File: src/rtl/busmux_pkg.sv
package busmux_pkg;

  typedef enum logic [1:0] {
    MODE_NORMAL = 2'd0,
    MODE_LOWPWR = 2'd1,
    MODE_SER6   = 2'd2,
    MODE_SER3   = 2'd3
  } bus_mode_e;

  typedef enum logic [1:0] {
    PIN_IN,
    PIN_OUT,
    PIN_SHARED
  } pin_dir_e;

  typedef enum logic [2:0] {
    SRC_LOW,
    SRC_LS0,
    SRC_LS1,
    SRC_IRQ,
    SRC_DP,
    SRC_DM,
    SRC_RCV
  } pin_src_e;

  // Pin roles on the serial buses
  localparam int PIN_TXEN = 0;
  localparam int PIN_TXDAT = 1;
  localparam int PIN_SE0 = 2;
  localparam int PIN_IRQ = 3;
  localparam int PIN_RXDP = 4;
  localparam int PIN_RXDM = 5;
  localparam int PIN_RXRCV = 6;

  function automatic pin_dir_e pin_dir(bus_mode_e m, int idx);
    pin_dir_e d;
    unique case (m)
      MODE_NORMAL: d = PIN_IN;
      MODE_LOWPWR: d = PIN_OUT;
      MODE_SER6:   d = (idx <= PIN_SE0) ? PIN_IN : PIN_OUT;
      MODE_SER3: begin
        if (idx == PIN_TXDAT) d = PIN_SHARED;
        else if (idx == PIN_TXEN || idx == PIN_SE0) d = PIN_IN;
        else d = PIN_OUT;
      end
      default: d = PIN_IN;
    endcase
    return d;
  endfunction

  function automatic pin_src_e pin_src(bus_mode_e m, int idx);
    pin_src_e s;
    s = SRC_LOW;
    unique case (m)
      MODE_LOWPWR: begin
        if (idx == 0) s = SRC_LS0;
        else if (idx == 1) s = SRC_LS1;
        else if (idx == PIN_IRQ) s = SRC_IRQ;
      end
      MODE_SER6: begin
        if (idx == PIN_IRQ) s = SRC_IRQ;
        else if (idx == PIN_RXDP) s = SRC_DP;
        else if (idx == PIN_RXDM) s = SRC_DM;
        else if (idx == PIN_RXRCV) s = SRC_RCV;
      end
      MODE_SER3: begin
        if (idx == PIN_IRQ) s = SRC_IRQ;
        else if (idx == PIN_TXDAT) s = SRC_RCV;
      end
      default: s = SRC_LOW;
    endcase
    return s;
  endfunction

endpackage

File: src/rtl/busmux_mode_fsm.sv
module busmux_mode_fsm
  import busmux_pkg::*;
#(
  parameter int CFG_W     = 8,
  parameter int SIX_BIT   = 0,
  parameter int THREE_BIT = 1,
  parameter int KEEP_BIT  = 3
) (
  input  logic             clk,
  input  logic             rst,
  input  logic             cfg_wr,
  input  logic [CFG_W-1:0] cfg_wdata,
  input  logic             lp_req,
  input  logic             stp,
  output bus_mode_e        mode_q,
  output logic             turn_q,
  output logic             clk_run_q
);

  bus_mode_e mode_d;
  logic      keep_q, keep_d;
  logic      want_six, want_three;

  assign want_six   = cfg_wr && cfg_wdata[SIX_BIT];
  assign want_three = cfg_wr && cfg_wdata[THREE_BIT];

  always_comb begin
    mode_d = mode_q;
    keep_d = keep_q;
    unique case (mode_q)
      MODE_NORMAL: begin
        if (want_six) begin
          mode_d = MODE_SER6;
          keep_d = cfg_wdata[KEEP_BIT];
        end else if (want_three) begin
          mode_d = MODE_SER3;
          keep_d = cfg_wdata[KEEP_BIT];
        end else if (lp_req) begin
          mode_d = MODE_LOWPWR;
        end
      end
      default: begin
        if (stp) mode_d = MODE_NORMAL;
      end
    endcase
  end

  function automatic logic run_for(bus_mode_e m, logic keep);
    logic r;
    unique case (m)
      MODE_NORMAL: r = 1'b1;
      MODE_LOWPWR: r = 1'b0;
      default:     r = keep;
    endcase
    return r;
  endfunction

  always_ff @(posedge clk) begin
    if (rst) begin
      mode_q    <= MODE_NORMAL;
      turn_q    <= 1'b0;
      keep_q    <= 1'b0;
      clk_run_q <= 1'b1;
    end else begin
      mode_q    <= mode_d;
      turn_q    <= (mode_d != mode_q);
      keep_q    <= keep_d;
      clk_run_q <= run_for(mode_d, keep_d);
    end
  end

endmodule

File: src/rtl/busmux_pin_mux.sv
module busmux_pin_mux
  import busmux_pkg::*;
#(
  parameter int BUS_W = 8
) (
  input  bus_mode_e        mode,
  input  logic             turn,
  input  logic             link_txen,
  input  logic [1:0]       line_state,
  input  logic             irq_pending,
  input  logic             rx_dp,
  input  logic             rx_dm,
  input  logic             rx_rcv,
  output logic [BUS_W-1:0] bus_out,
  output logic [BUS_W-1:0] bus_oe
);

  for (genvar i = 0; i < BUS_W; i++) begin : g_pin
    pin_dir_e dir;
    pin_src_e src;
    logic     val;
    logic     oe;

    always_comb begin
      dir = pin_dir(mode, i);
      src = pin_src(mode, i);
      unique case (src)
        SRC_LS0: val = line_state[0];
        SRC_LS1: val = line_state[1];
        SRC_IRQ: val = irq_pending;
        SRC_DP:  val = rx_dp;
        SRC_DM:  val = rx_dm;
        SRC_RCV: val = rx_rcv;
        default: val = 1'b0;
      endcase
      oe = !turn && ((dir == PIN_OUT) || (dir == PIN_SHARED && !link_txen));
    end

    assign bus_oe[i]  = oe;
    assign bus_out[i] = oe & val;
  end

endmodule

File: src/rtl/busmux_tx_path.sv
module busmux_tx_path
  import busmux_pkg::*;
(
  input  bus_mode_e  mode,
  input  logic       turn,
  input  logic [2:0] link_ctl,
  output logic       tx_en,
  output logic       tx_dat,
  output logic       tx_se0
);

  logic active;

  assign active = !turn && (mode == MODE_SER6 || mode == MODE_SER3);

  always_comb begin
    tx_en  = active & link_ctl[PIN_TXEN];
    tx_se0 = active & link_ctl[PIN_SE0];
    if (mode == MODE_SER3)
      tx_dat = active & link_ctl[PIN_TXEN] & link_ctl[PIN_TXDAT];
    else
      tx_dat = active & link_ctl[PIN_TXDAT];
  end

endmodule

File: src/rtl/phy_serial_busmux.sv
module phy_serial_busmux
  import busmux_pkg::*;
#(
  parameter int BUS_W     = 8,
  parameter int CFG_W     = 8,
  parameter int SIX_BIT   = 0,
  parameter int THREE_BIT = 1,
  parameter int KEEP_BIT  = 3
) (
  input  logic             clk,
  input  logic             rst,
  input  logic             cfg_wr,
  input  logic [CFG_W-1:0] cfg_wdata,
  input  logic             lp_req,
  input  logic             stp,
  input  logic [BUS_W-1:0] bus_in,
  output logic [BUS_W-1:0] bus_out,
  output logic [BUS_W-1:0] bus_oe,
  input  logic [1:0]       line_state,
  input  logic             irq_pending,
  input  logic             rx_dp,
  input  logic             rx_dm,
  input  logic             rx_rcv,
  output logic             tx_en_o,
  output logic             tx_dat_o,
  output logic             tx_se0_o,
  output logic             clk_run_o,
  output logic [1:0]       mode_o
);

  localparam int CTL_W = PIN_SE0 + 1;

  bus_mode_e mode;
  logic      turn;
  logic      unused_bus_hi;

  assign unused_bus_hi = ^bus_in[BUS_W-1:CTL_W];

  busmux_mode_fsm #(
    .CFG_W    (CFG_W),
    .SIX_BIT  (SIX_BIT),
    .THREE_BIT(THREE_BIT),
    .KEEP_BIT (KEEP_BIT)
  ) u_fsm (
    .clk      (clk),
    .rst      (rst),
    .cfg_wr   (cfg_wr),
    .cfg_wdata(cfg_wdata),
    .lp_req   (lp_req),
    .stp      (stp),
    .mode_q   (mode),
    .turn_q   (turn),
    .clk_run_q(clk_run_o)
  );

  busmux_pin_mux #(
    .BUS_W(BUS_W)
  ) u_pins (
    .mode       (mode),
    .turn       (turn),
    .link_txen  (bus_in[PIN_TXEN]),
    .line_state (line_state),
    .irq_pending(irq_pending),
    .rx_dp      (rx_dp),
    .rx_dm      (rx_dm),
    .rx_rcv     (rx_rcv),
    .bus_out    (bus_out),
    .bus_oe     (bus_oe)
  );

  busmux_tx_path u_tx (
    .mode    (mode),
    .turn    (turn),
    .link_ctl(bus_in[CTL_W-1:0]),
    .tx_en   (tx_en_o),
    .tx_dat  (tx_dat_o),
    .tx_se0  (tx_se0_o)
  );

  assign mode_o = mode;

endmodule

File: config.mk
export PLATFORM = sky130hd
export DESIGN_NAME = phy_serial_busmux
export DESIGN_NICKNAME = d
export VERILOG_FILES = /design/src/rtl/busmux_pkg.sv /design/src/rtl/busmux_mode_fsm.sv /design/src/rtl/busmux_pin_mux.sv /design/src/rtl/busmux_tx_path.sv /design/src/rtl/phy_serial_busmux.sv
export SDC_FILE = /design/constraint.sdc
export NUM_CORES = 1
export LEC_CHECK = 0
export BUFFER_PORTS_ARGS = -buffer_cell sky130_fd_sc_hd__buf_4
export CAP_MARGIN = 10
export CORE_UTILIZATION = 31
export DETAILED_ROUTE_END_ITERATION = 7
export GPL_ROUTABILITY_DRIVEN = 0
export GPL_TIMING_DRIVEN = 1
export HOLD_SLACK_MARGIN = 0.12
export PLACE_DENSITY = 0.73
export SYNTH_ARGS = -nofsm -noshare
export SYNTH_HDL_FRONTEND = slang
export SYNTH_HIERARCHICAL = 1
export SYNTH_SLANG_ARGS = --single-unit
export TNS_END_PERCENT = 10
File: constraint.sdc
create_clock -name clk -period 1.5 [get_ports clk]
set_clock_uncertainty 0.15 [all_clocks]
set_input_delay 0.3 -clock clk [delete_from_list [all_inputs] [get_ports clk]]
set_output_delay 0.3 -clock clk [all_outputs]
set_load 0.05 [all_outputs]
==> run metrics <==
Num CTS Buffers=3; layout overhead on the synthesized area=99.1%; HPWL Detailed=737 um; Mapped Area=412 um2; Total Power=0.737 mW; Ports=49; clk buf depth=2; Hold Vio Cnt, Final=0; RSZ-0062 raised after global routing=true; TNS Setup=-1.03 ns; Ys Warns=6; CTS tree=yes; critical path capture point type=primary output; Worst-Skew Late Latency=0.24 ns; Reg area=111 um2; Primary FF master, synth=dfxtp_1; Unique masters post-synth=23; LEAKAGE=0.383 nW; critical path launch point type=flop; failing checks=setup timing; ratio of cells with drive above 1 in the final layout=0.694; Post-synth ARST share=0; Final setup viols=17; syn_area_per_cell=8.07 um2; WS Path Type=flop to primary output; Routed WL=971 um; dominant cells by area after synthesis=dfxtp_1, buf_4, and2_1, a21oi_1, nand2b_1; Port Buf Inserts=36; Synth Instances=51; CP required=1.05 ns; Compound-Gate Fraction of Synth Area=0.164; PD cells=900 mW/mm2; vias=463; final slew viol count=0; Synth top area share=0.243; flip-flop and latch count after synthesis=5; fin area=820 um2; CP Data Arrival Time=1.17 ns; simple-gate share of the synthesized area=0.356; placed instance area=672 um2; post-synthesis mux area share=0.0243; Min-Delay Path Class=input pin to flop; main combinational cell family by area after synthesis=simple AND/OR/NAND/NOR gates; residual DRC count=0; chip width=38.4 um; Placeable Area=0.00117 mm2; gr ovfl total=0; total inserted antenna cells=0; Synth area leader=dfxtp_1; synth cell count leaders=buf_4, a21oi_1, and2_1, dfxtp_1; layout filler cell count=96; Fin Hold WS=0.152 ns; num rows=12; fin crit period=1.62 ns; initial antenna violation count=0; period utilisation layout=1.08; Initial Util=0.351; max cap viols=0; register area share after synthesis=0.243; initial DRC count=4; Post-Synth Adder-Cell Area=0; most frequent cell after synthesis=buf_4; Synth Area in XOR/XNOR=0; Peak supply drop=0.482 mV; Final Core Density=0.700; vias per cell=4.68; Total GRT Usage=0.150; Peak Freq=0.617 GHz; vias in the first global route=370; CP Max Fanout=5; Clock Tree Root=clkbuf_4; clock sinks=5; Final WS setup=-0.121 ns; WL/cell=9.81 um; Detail Route Antenna Nets=0; status=finished with violations; clk slew on worst S/H paths=0.04 ns; first-pass GRT wire length=1520 um; Multi-input gate area=294 um2; Die H=38.4 um; largest net degree at the start of global routing=10; Post-synth EDFFs=0; Final Net Count=113; die area=0.00148 mm2; DRT Pass-1 Iters=3; H-tree levels=1
==> power by group <==
group          switching, mW  leakage [nW]  total [mW]  internal [mW]
clock                 0.0547        0.0150       0.155          0.101
combinational          0.252         0.325       0.411          0.158
sequential            0.0234        0.0433       0.171          0.148
total                  0.330         0.383       0.737          0.407
==> layer usage <==
metal / global-route usage / vias up / wire length (um)
li1: - / 232 / -
met1: 0.160 / 206 / 369
met2: 0.275 / 25 / 492
met3: 0.0291 / 0 / 109
met4: 0.0776 / 0 / 0
met5: 0 / - / 0
==> layout by cell type, fill, tap and decap left out, drive strengths merged, types with 2 or more instances in the layout <==
master,synthesis,routed
buf,11,39
nand2b,5,5
a21oi,5,5
dfxtp,5,5
and2,5,5
clkbuf,0,4
nor2,4,4
nor3b,3,3
conb,1,2
o21ai,2,2
==> final cells by class <==
cell class                 count  share of cell area
timing repair buffer          40               0.447
multi-input combinational     35               0.359
sequential                     5               0.136
clock buffer                   4              0.0321
tap                           14              0.0214
inverter                       1             0.00458
==> cell families (layout without fill, tap and decap cells) <==
family | count (synthesis) | count (layout)
simple gates | 21 | 21
buf+inv | 12 | 45
compound gates | 11 | 11
flops | 5 | 5
other cells | 1 | 2
mux | 1 | 1
==> worst paths after layout <==
path | from | to | slack [ns] | cells past startpoint
worst max-delay path | u_fsm/turn_q$_SDFF_PP0_ | bus_out[4] | -0.12 | 3
worst min-delay path | cfg_wdata[3] | u_fsm/keep_q$_SDFF_PP0_ | 0.15 | 3
worst max register to register | u_fsm/mode_q[1]$_SDFF_PP0_ | u_fsm/clk_run_q$_SDFF_PP1_ | 0.02 | 4
worst min register to register | u_fsm/keep_q$_SDFF_PP0_ | u_fsm/keep_q$_SDFF_PP0_ | 0.34 | 2
==> worst max-delay path: stages, from the launching register on <==
cell and delay, ns:
dfxtp_4 0.37, nor3b_4 0.23, and2_2 0.19, buf_8 0.14
==> per-stage QoR <==
step                std cells  worst slack, ns
floorplan                  52          -0.0473
global placement           91           0.0744
detailed placement         91           0.0428
CTS                        99           -0.112
global route               99           -0.181
finish                     99           -0.121
==> state kept, by name, indices dropped and copies added (netlist names) <==
name	cells
u_fsm/clk_run_q	1
u_fsm/mode_q	2
u_fsm/keep_q	1
u_fsm/turn_q	1
==> repair_timing <==
action / CTS / global route
resized for setup: 18 / 7
endpoints found under the hold margin: 4 / 0
setup endpoints to repair: 17 / 19
setup buffers: 3 / 0
hold buffers: 1 / 0
pin swaps: 2 / 2
Power figures use the tool's default switching activity.
